**src/rtl/lnb_cmd_pkg.sv**
```systemverilog
package lnb_cmd_pkg;
  localparam int unsigned LEAD_MS = 32;
  localparam int unsigned SLOT_MS = 8;

  typedef enum logic [1:0] {
    ST_IDLE = 2'd0,
    ST_LEAD = 2'd1,
    ST_BITS = 2'd2
  } tx_state_e;
endpackage

```
**src/rtl/lnb_hold_timer.sv**
```systemverilog
module lnb_hold_timer #(
  parameter int unsigned MAX_VAL = 128,
  localparam int unsigned CNT_W = $clog2(MAX_VAL + 1)
) (
  input  logic             clk_i,
  input  logic             rst_ni,
  input  logic             load_i,
  input  logic [CNT_W-1:0] load_val_i,
  output logic             zero_o
);
  logic [CNT_W-1:0] cnt_q;

  always_ff @(posedge clk_i or negedge rst_ni) begin
    if (!rst_ni)                 cnt_q <= '0;
    else if (load_i)             cnt_q <= load_val_i;
    else if (cnt_q != '0)        cnt_q <= cnt_q - 1'b1;
  end

  assign zero_o = (cnt_q == '0);

  AST_CNT_RANGE: assert property (@(posedge clk_i) disable iff (!rst_ni)
    cnt_q <= CNT_W'(MAX_VAL));
  AST_CNT_STEP: assert property (@(posedge clk_i) disable iff (!rst_ni)
    (!load_i && cnt_q != '0) |=> (cnt_q == $past(cnt_q) - 1'b1));
endmodule

```
**src/rtl/lnb_bit_shifter.sv**
```systemverilog
module lnb_bit_shifter #(
  parameter int unsigned FRAME_W = 9,
  localparam int unsigned IDX_W = $clog2(FRAME_W + 1)
) (
  input  logic               clk_i,
  input  logic               rst_ni,
  input  logic               load_i,
  input  logic [FRAME_W-1:0] data_i,
  input  logic               shift_i,
  output logic               bit_o,
  output logic               last_o
);
  logic [FRAME_W-1:0] sh_q;
  logic [IDX_W-1:0]   idx_q;

  always_ff @(posedge clk_i or negedge rst_ni) begin
    if (!rst_ni) begin
      sh_q  <= '0;
      idx_q <= '0;
    end else if (load_i) begin
      sh_q  <= data_i;
      idx_q <= '0;
    end else if (shift_i) begin
      sh_q  <= {1'b0, sh_q[FRAME_W-1:1]};
      idx_q <= idx_q + 1'b1;
    end
  end

  assign bit_o  = sh_q[0];
  assign last_o = (idx_q == IDX_W'(FRAME_W - 1));

  AST_IDX_BOUND: assert property (@(posedge clk_i) disable iff (!rst_ni)
    idx_q <= IDX_W'(FRAME_W));
endmodule

```
**src/rtl/lnb_level_cmd_tx.sv**
```systemverilog
module lnb_level_cmd_tx
  import lnb_cmd_pkg::*;
#(
  parameter int unsigned CYCLES_PER_MS = 27000,
  parameter int unsigned CMD_W         = 8
) (
  input  logic             clk_i,
  input  logic             rst_ni,
  input  logic             start_i,
  input  logic [CMD_W-1:0] cmd_i,
  output logic             volt_high_o,
  output logic             busy_o,
  output logic             done_o
);
  localparam int unsigned FRAME_W  = CMD_W + 1;
  localparam int unsigned LEAD_CYC = LEAD_MS * CYCLES_PER_MS;
  localparam int unsigned SLOT_CYC = SLOT_MS * CYCLES_PER_MS;
  localparam int unsigned CNT_W    = $clog2(LEAD_CYC + 1);

  tx_state_e        st_q, st_d;
  logic             volt_q, done_q;
  logic             accept, tick, fin, tmr_zero, cur_bit, is_last;
  logic             tmr_load;
  logic [CNT_W-1:0] tmr_val;

  assign accept = (st_q == ST_IDLE) && start_i;
  assign tick   = (st_q != ST_IDLE) && tmr_zero;
  assign fin    = (st_q == ST_BITS) && tick && is_last;

  assign tmr_load = accept || (tick && !fin);
  assign tmr_val  = accept ? CNT_W'(LEAD_CYC - 1) : CNT_W'(SLOT_CYC - 1);

  lnb_hold_timer #(.MAX_VAL(LEAD_CYC)) u_timer (
    .clk_i      (clk_i),
    .rst_ni     (rst_ni),
    .load_i     (tmr_load),
    .load_val_i (tmr_val),
    .zero_o     (tmr_zero)
  );

  // frame = command shifted up by one, leading zero bit
  lnb_bit_shifter #(.FRAME_W(FRAME_W)) u_shift (
    .clk_i   (clk_i),
    .rst_ni  (rst_ni),
    .load_i  (accept),
    .data_i  ({cmd_i, 1'b0}),
    .shift_i (tick),
    .bit_o   (cur_bit),
    .last_o  (is_last)
  );

  always_comb begin
    st_d = st_q;
    unique case (st_q)
      ST_IDLE: if (accept) st_d = ST_LEAD;
      ST_LEAD: if (tick)   st_d = ST_BITS;
      ST_BITS: if (fin)    st_d = ST_IDLE;
      default:             st_d = ST_IDLE;
    endcase
  end

  always_ff @(posedge clk_i or negedge rst_ni) begin
    if (!rst_ni) begin
      st_q   <= ST_IDLE;
      volt_q <= 1'b0;
      done_q <= 1'b0;
    end else begin
      st_q   <= st_d;
      done_q <= fin;
      if (accept)                       volt_q <= 1'b1;
      else if (tick && cur_bit != volt_q) volt_q <= ~volt_q; // toggle only on change
    end
  end

  assign volt_high_o = volt_q;
  assign busy_o      = (st_q != ST_IDLE);
  assign done_o      = done_q;

  AST_LEAD_HIGH: assert property (@(posedge clk_i) disable iff (!rst_ni)
    (st_q == ST_LEAD) |-> volt_high_o);
  AST_ACCEPT_IDLE: assert property (@(posedge clk_i) disable iff (!rst_ni)
    $rose(busy_o) |-> $past(start_i));
  AST_HOLD_LEVEL: assert property (@(posedge clk_i) disable iff (!rst_ni)
    (busy_o && !tmr_zero) |=> $stable(volt_high_o));
  AST_DONE_END: assert property (@(posedge clk_i) disable iff (!rst_ni)
    done_o |-> (!busy_o && $past(busy_o)));
  AST_DONE_PULSE: assert property (@(posedge clk_i) disable iff (!rst_ni)
    done_o |=> !done_o);
  AST_IDLE_HOLD: assert property (@(posedge clk_i) disable iff (!rst_ni)
    (!busy_o && !start_i) |=> $stable(volt_high_o));
endmodule

```
**config.mk**
```make
export PLATFORM = sky130hd
export DESIGN_NAME = lnb_level_cmd_tx
export DESIGN_NICKNAME = d
export VERILOG_FILES = /design/src/rtl/lnb_cmd_pkg.sv /design/src/rtl/lnb_hold_timer.sv /design/src/rtl/lnb_bit_shifter.sv /design/src/rtl/lnb_level_cmd_tx.sv
export SDC_FILE = /design/constraint.sdc
export NUM_CORES = 1
export LEC_CHECK = 0
export ABC_AREA = 1
export BUFFER_PORTS_ARGS = -buffer_cell sky130_fd_sc_hd__buf_4
export CAP_MARGIN = 20
export CORE_UTILIZATION = 55
export DETAILED_ROUTE_END_ITERATION = 10
export PLACE_DENSITY = 0.73
export RECOVER_POWER = 50
export SLEW_MARGIN = 40
export SYNTH_ARGS = -nofsm -noshare
export SYNTH_HDL_FRONTEND = slang
export SYNTH_SLANG_ARGS = --single-unit
export TNS_END_PERCENT = 5
```
**constraint.sdc**
```tcl
create_clock -name clk_i -period 3.5 [get_ports clk_i]
set_input_delay 0.175 -clock clk_i [delete_from_list [all_inputs] [get_ports clk_i]]
set_output_delay 0.175 -clock clk_i [all_outputs]
set_load 0.02 [all_outputs]
```
[Yosys cells after proc, flatten, opt, wreduce, memory -nomap -nowiden]
Index checks and enable logic that the tools add are counted.
Storage, ports and cells
  register bits: 37
  bits of input ports: 11
  output and inout port bits: 3
  word-level logic and storage cells: 45
Cells by class
  add/sub/neg operators: 2
  eq/ne operators: 7
  multiplexer cells: 13
  bitwise operators: 1
  reduce and logical (&&, ||, !) cells: 16
Operator list (number)
  $mux W20: 3
  $logic_not A20 Y1: 1
  $reduce_bool A20 Y1: 1
  $sub A20 B1 Y20 const B: 1
  $mux W9: 2
  $mux W4: 2
  $reduce_bool A2 Y1: 4
  $logic_and A1 B1 Y1: 6
  $mux W2: 3
  $ne A2 B2 Y1 const B: 3
  $pmux W2 S3: 1
  $add A4 B1 Y4 const B: 1
  $eq A4 B4 Y1 const B: 1
  $reduce_and A3 Y1: 1
  $eq A2 B1 Y1 const B: 1
  $eq A2 B2 Y1 const B: 1
  $logic_not A2 Y1: 1
  $mux W1: 2
  $logic_not A1 Y1: 1
  $logic_or A1 B1 Y1: 1
  $ne A1 B1 Y1: 1
  $not A1 Y1: 1

[Logic depth before layout (Yosys ltp)]
  depth in word-level cells: 8
  gate-level depth with buffers: 10
  gate-level depth less buffers: 10

[Modules after synthesis]
From an unflattened synthesis, not the netlist that was laid out.
Second synthesis, totals
  cells, all modules: 303
  area, all modules: 2219.6 sq um
Modules (own cells, without submodules)
  lnb_hold_timer: instances 1, cells each 209, area each 1390.1 sq um
  lnb_bit_shifter: instances 1, cells each 67, area each 624.3 sq um
  lnb_level_cmd_tx: instances 1, cells each 27, area each 205.2 sq um

[Least setup slack after synthesis]
No wires, ideal clock.
  path type: reg-to-reg
  start: register u_timer.cnt_q[0]
  end: register u_timer.cnt_q[12]
  library setup time: 119 ps
  arrival time: 1379 ps
  required time: 3381 ps
  slack: 2002 ps
  stages on the path, launching flop included: 8
  path buffers: 0
  path through: dfrtp_1 -> inv_1 -> ha_1 -> nand3_1 -> nor3_1 -> nand4_1 -> nand2_1 -> nor2_1
On the way
  word-level cells in the longest chain between the ends: 8
  elaborated cells between the ends (all ways): 12
  classes of those cells: 1 x add/sub; 2 x mux; 9 x reduce/logical
RTL lines
  start, declared: RTL line lnb_hold_timer.sv:11  | logic [CNT_W-1:0] cnt_q;
  start signal, assigned: RTL line lnb_hold_timer.sv:15  | else if (load_i) cnt_q <= load_val_i;
  start signal, assigned: RTL line lnb_hold_timer.sv:16  | else if (cnt_q != '0) cnt_q <= cnt_q - 1'b1;
  branches (longest 8 deep; another with $sub A20 B1 Y20)
Parallel ways; which one is timed is not known. The select of a mux whose other input is x is not followed.
A chain may end at the register's enable or synchronous reset.

[Worst setup path in the final report]
  start: register st_q[0]
  end: register u_timer.cnt_q[17]
On the way
  word-level cells in the longest chain between the ends: 8
  elaborated cells between the ends (all ways): 13
  classes of those cells: 1 x eq/ne; 2 x mux; 10 x reduce/logical
RTL lines
  start, declared: RTL line lnb_level_cmd_tx.sv:20  | tx_state_e st_q, st_d;
  start signal, assigned: RTL line lnb_level_cmd_tx.sv:68  | st_q <= st_d;
  $reduce_bool A2 Y1: RTL line lnb_level_cmd_tx.sv:27  | assign tick = (st_q != ST_IDLE) && tmr_zero;
  $logic_and A1 B1 Y1: RTL line lnb_level_cmd_tx.sv:27
  $logic_and A1 B1 Y1 (2 in a row): RTL line lnb_level_cmd_tx.sv:28  | assign fin = (st_q == ST_BITS) && tick && is_last;
  $logic_not A1 Y1: RTL line lnb_level_cmd_tx.sv:30  | assign tmr_load = accept || (tick && !fin);
  $logic_and A1 B1 Y1: RTL line lnb_level_cmd_tx.sv:30
  $logic_or A1 B1 Y1: RTL line lnb_level_cmd_tx.sv:30
  $mux W20 or $reduce_bool A2 Y1 (tied branches)
Several ways; a longest one is shown, not always the timed one.

==> out/qor.json <==
{
  "cts.path.max_buffers": {"value": 2},
  "count_of_buffers_inserted_at_the_top_level_ports": {"value": 13},
  "synth_top_area_cell": {"value": "sky130_fd_sc_hd__dfrtp_1"},
  "post-route-min-period": {"value": 2120, "unit": "ps"},
  "hold_class": {"value": "input pin to flip-flop"},
  "clock_skew_after_layout": {"value": 3.96, "unit": "ps"},
  "synthCells": {"value": 273},
  "run_status": {"value": "complete, but fails checks"},
  "yosys_warnings": {"value": 0},
  "fin_nets": {"value": 304},
  "peak_per_stage_delay_on_the_critical_path": {"value": 530, "unit": "ps"},
  "drt-vias-per-instance": {"value": 5.19},
  "total_leakage_power": {"value": 1.15, "unit": "nW"},
  "floorplan.initialDensity": {"value": 0.586},
  "num_antenna_cells": {"value": 0},
  "dominant_combinational_cell_family_by_area_after_synthesis": {"value": "simple AND/OR/NAND/NOR gates"},
  "grt_start_max_net_pins": {"value": 38},
  "route.vias.total": {"value": 1755},
  "die-area": {"value": 0.00425, "unit": "mm²"},
  "dpl-instance-area": {"value": 0.00231, "unit": "mm²"},
  "clk_transition_reported_paths": {"value": 70, "unit": "ps"},
  "post-route-drc-count": {"value": 0},
  "finalWeightedCongestion": {"value": 0.884},
  "area_of_the_multi_input_gates": {"value": 0.00110, "unit": "mm²"},
  "layout-area-overhead-vs-synth": {"value": 9.35, "unit": "%"},
  "finish.instance_area": {"value": 0.00240, "unit": "mm²"},
  "setup_viol": {"value": 0},
  "worst_path_dominant_cell_family": {"value": "simple AND/OR/NAND/NOR gates"},
  "slew_headroom": {"value": -0.295},
  "timing.critical_path.required": {"value": 3680, "unit": "ps"},
  "ys_top_cells_by_area": {"value": "sky130_fd_sc_hd__dfrtp_1 42%, sky130_fd_sc_hd__nand2_1 12%, sky130_fd_sc_hd__inv_1 5.5%"},
  "numCtsBuffers": {"value": 5},
  "routed_wl": {"value": 4330, "unit": "µm"},
  "grt_overflow": {"value": 0},
  "cap_violations": {"value": 1},
  "dp_hpwl": {"value": 3220, "unit": "µm"},
  "fillerInstances": {"value": 350},
  "r2r.worst_path.cells": {"value": 8},
  "critical_path_buf_inv_count": {"value": 2},
  "total_power": {"value": 0.00111, "unit": "W"},
  "synth-compound-area-share": {"value": 0.0981},
  "finalMaxSlewViolations": {"value": 38},
  "clock_insertion_delay_worst_skew": {"value": 290, "unit": "ps"},
  "max_freq": {"value": 471, "unit": "MHz"},
  "critical_path_startpoint_category": {"value": "flip-flop"},
  "worst_setup_path_startpoint": {"value": "st_q[0]$_DFFE_PN0P_"},
  "hold_fails_final_rpt": {"value": 0},
  "cellPowerDensity": {"value": 462, "unit": "mW/mm²"},
  "failed_checks": {"value": "capacitance limit, slew limit"},
  "synth-seq-cells": {"value": 37},
  "first_iter_violations": {"value": 70},
  "antenna_violations_before_repair": {"value": 0},
  "critical_path.reg2reg.startpoint": {"value": "st_q[0]$_DFFE_PN0P_"},
  "place.detailed.instances": {"value": 329},
  "share_of_post_route_cells_with_drive_strength_above_1": {"value": 0.183},
  "timing.setup.tns": {"value": 0, "unit": "ps"},
  "finish.cell_count_without_fillers": {"value": 338},
  "critical_path.reg2reg.endpoint": {"value": "u_timer.cnt_q[17]$_DFFE_PN0P_"},
  "simple_gate_area_share_of_the_yosys_netlist": {"value": 0.370},
  "synth_top_area_share": {"value": 0.422},
  "core_region_area": {"value": 0.00374, "unit": "mm²"},
  "rrSetupSlack": {"value": 1380, "unit": "ps"},
  "grt_pass1_vias": {"value": 1762},
  "sequential_cell_area": {"value": 926, "unit": "µm²"},
  "endpoint": {"value": "u_timer.cnt_q[17]$_DFFE_PN0P_"},
  "design.portCount": {"value": 14},
  "cts_htree_levels": {"value": 2},
  "netlist-cell-type-count": {"value": 31},
  "post-route-period-util": {"value": 0.607},
  "cp_max_fo": {"value": 16},
  "cts.sink_count": {"value": 37},
  "synth.cell_area": {"value": 0.00219, "unit": "mm²"},
  "clock_tree.root_cell": {"value": "sky130_fd_sc_hd__clkbuf_8"},
  "vdd_ir_drop_max": {"value": 0.000252, "unit": "V"},
  "cpMaxStageDelayCell": {"value": "sky130_fd_sc_hd__nor2_1"},
  "synthMuxAreaShare": {"value": 0},
  "drt.antenna.violating_nets": {"value": 0},
  "critPathArrivalTime": {"value": 2300, "unit": "ps"},
  "die_y": {"value": 65.2, "unit": "µm"},
  "critical_path.cell_chain": {"value": "inv_1 > nand2_2 > nor2_1 > inv_2 > nand2_4 > nand2_4 > nand3_1 > nand2_1"},
  "crit_top_cell": {"value": "sky130_fd_sc_hd__nand2_4"},
  "tightestPinTransition": {"value": 1940, "unit": "ps"},
  "num_rows": {"value": 22},
  "min-delay-start": {"value": "cmd_i[7]"},
  "synth_fp_nets": {"value": 288},
  "synth-seq-area-share": {"value": 0.422},
  "drt-pass1-iter-count": {"value": 4},
  "syn_area_per_cell": {"value": 8.04, "unit": "µm²"},
  "critical_path_depth": {"value": 8},
  "resized_after_cts": {"value": 0},
  "rsz0062_at_grt": {"value": "no"},
  "cts_tree": {"value": "yes"},
  "holdWs": {"value": 104, "unit": "ps"},
  "fp.dieW": {"value": 65.2, "unit": "µm"},
  "type_of_the_worst_setup_path": {"value": "flip-flop to flip-flop"},
  "routed_wire_length_per_instance": {"value": 12.8, "unit": "µm"},
  "track_usage": {"value": 0.236},
  "grt_first_pass_wirelength": {"value": 7630, "unit": "µm"},
  "critPathCaptureType": {"value": "flip-flop"},
  "post_synth_fa_ha_maj_area_fraction": {"value": 0.0228},
  "yosys.area_share.xor_xnor": {"value": 0.0120}
}
==> synthesized netlist by cell type (all sizes together) <==
cell / instances
o21ai: 13
o32ai: 1
or2: 3
xnor2: 2
dfrtp: 37
a31oi: 1
nor2: 41
nand2: 79
o31ai: 2
nand3: 23
ha: 4
buf: 5
nand4: 7
xor2: 1
nor3: 5
a21oi: 4
inv: 34
o211ai: 10
nand3b: 1
==> worst min-delay path by stage <==
stage                                   end  slack, ps  cells after the start
2_1_floorplan              done_o$_DFF_PN0_       -120                      0
3_3_place_gp   u_timer.cnt_q[3]$_DFFE_PN0P_        160                      1
3_5_place_dp   u_timer.cnt_q[3]$_DFFE_PN0P_        160                      1
4_1_cts         u_shift.sh_q[8]$_DFFE_PN0P_        100                      3
5_1_grt         u_shift.sh_q[8]$_DFFE_PN0P_        120                      3
6_report        u_shift.sh_q[8]$_DFFE_PN0P_        100                      3
==> cell type report <==
cell class | instances | share of cell area
clock buffers | 6 | 0.0302
clock inverters | 2 | 0.00417
inverters | 34 | 0.0532
multi-input cells | 197 | 0.460
flip-flops and latches | 37 | 0.386
well taps | 48 | 0.0250
repair buffers | 14 | 0.0417
==> cells by family (layout without fill, tap and decap cells) <==
logic type,count (synthesis),in the layout
buffers and inverters,39,56
AND/OR/NAND/NOR,159,159
AO/OA/AOI/OAI,31,31
flip-flops,37,37
XOR/XNOR,3,3
adder cells (fa/ha/maj),4,4
==> worst min-delay path, delay by kind of cell <==
family | cells | cell delay, ps
AOI/OAI and AO/OA | 1 | 60
buffers and inverters | 1 | 70
and+or+nand+nor | 1 | 40
==> metrics by stage <==
stage / setup slack [ps] / util
5_1_grt: 960 / 0.641
4_1_cts: 1360 / 0.643
3_3_place_gp: 1440 / 0.618
6_report: 1380 / 0.641
3_5_place_dp: 1380 / 0.618
2_1_floorplan: 2000 / -
==> cell usage in the layout (no fill, tap or decap), drive strengths merged <==
| master | instances |
|---|---|
| o211ai | 10 |
| dlygate4sd3 | 1 |
| a31oi | 1 |
| nand2 | 79 |
| clkinv | 2 |
| o21ai | 13 |
| dfrtp | 37 |
| ha | 4 |
| nand4 | 7 |
| buf | 11 |
| o31ai | 2 |
| or2 | 3 |
| xnor2 | 2 |
| inv | 34 |
| a21oi | 4 |
| nor2 | 41 |
| xor2 | 1 |
| clkbuf | 8 |
| nand3 | 23 |
| nor3 | 5 |
| nand3b | 1 |
| o32ai | 1 |
==> sequential cells by signal, indices dropped and copies added (netlist names) <==
signal	flops
u_shift.idx_q	4
u_shift.sh_q	9
done_o	1
st_q	2
u_timer.cnt_q	20
volt_high_o	1
==> where the power goes <==
group / switching (W) / internal [W]
Sequential: 0.0000589 / 0.000509
Clock: 0.000149 / 0.000138
Combinational: 0.000149 / 0.000104
Total: 0.000358 / 0.000750
==> per-layer routing <==
metal,global-route usage,routed length [µm],vias to the layer above
met3,0.0521,106,6
met5,0,0,-
met4,0.0870,51,0
met1,0.288,2030,813
li1,-,-,914
met2,0.405,2140,22
==> what timing repair did <==
action,CTS,global route
hold buffers,1,0
setup buffers,0,0
endpoints found under the hold margin,37,0
No activity file was read; power rests on OpenSTA's default activity.
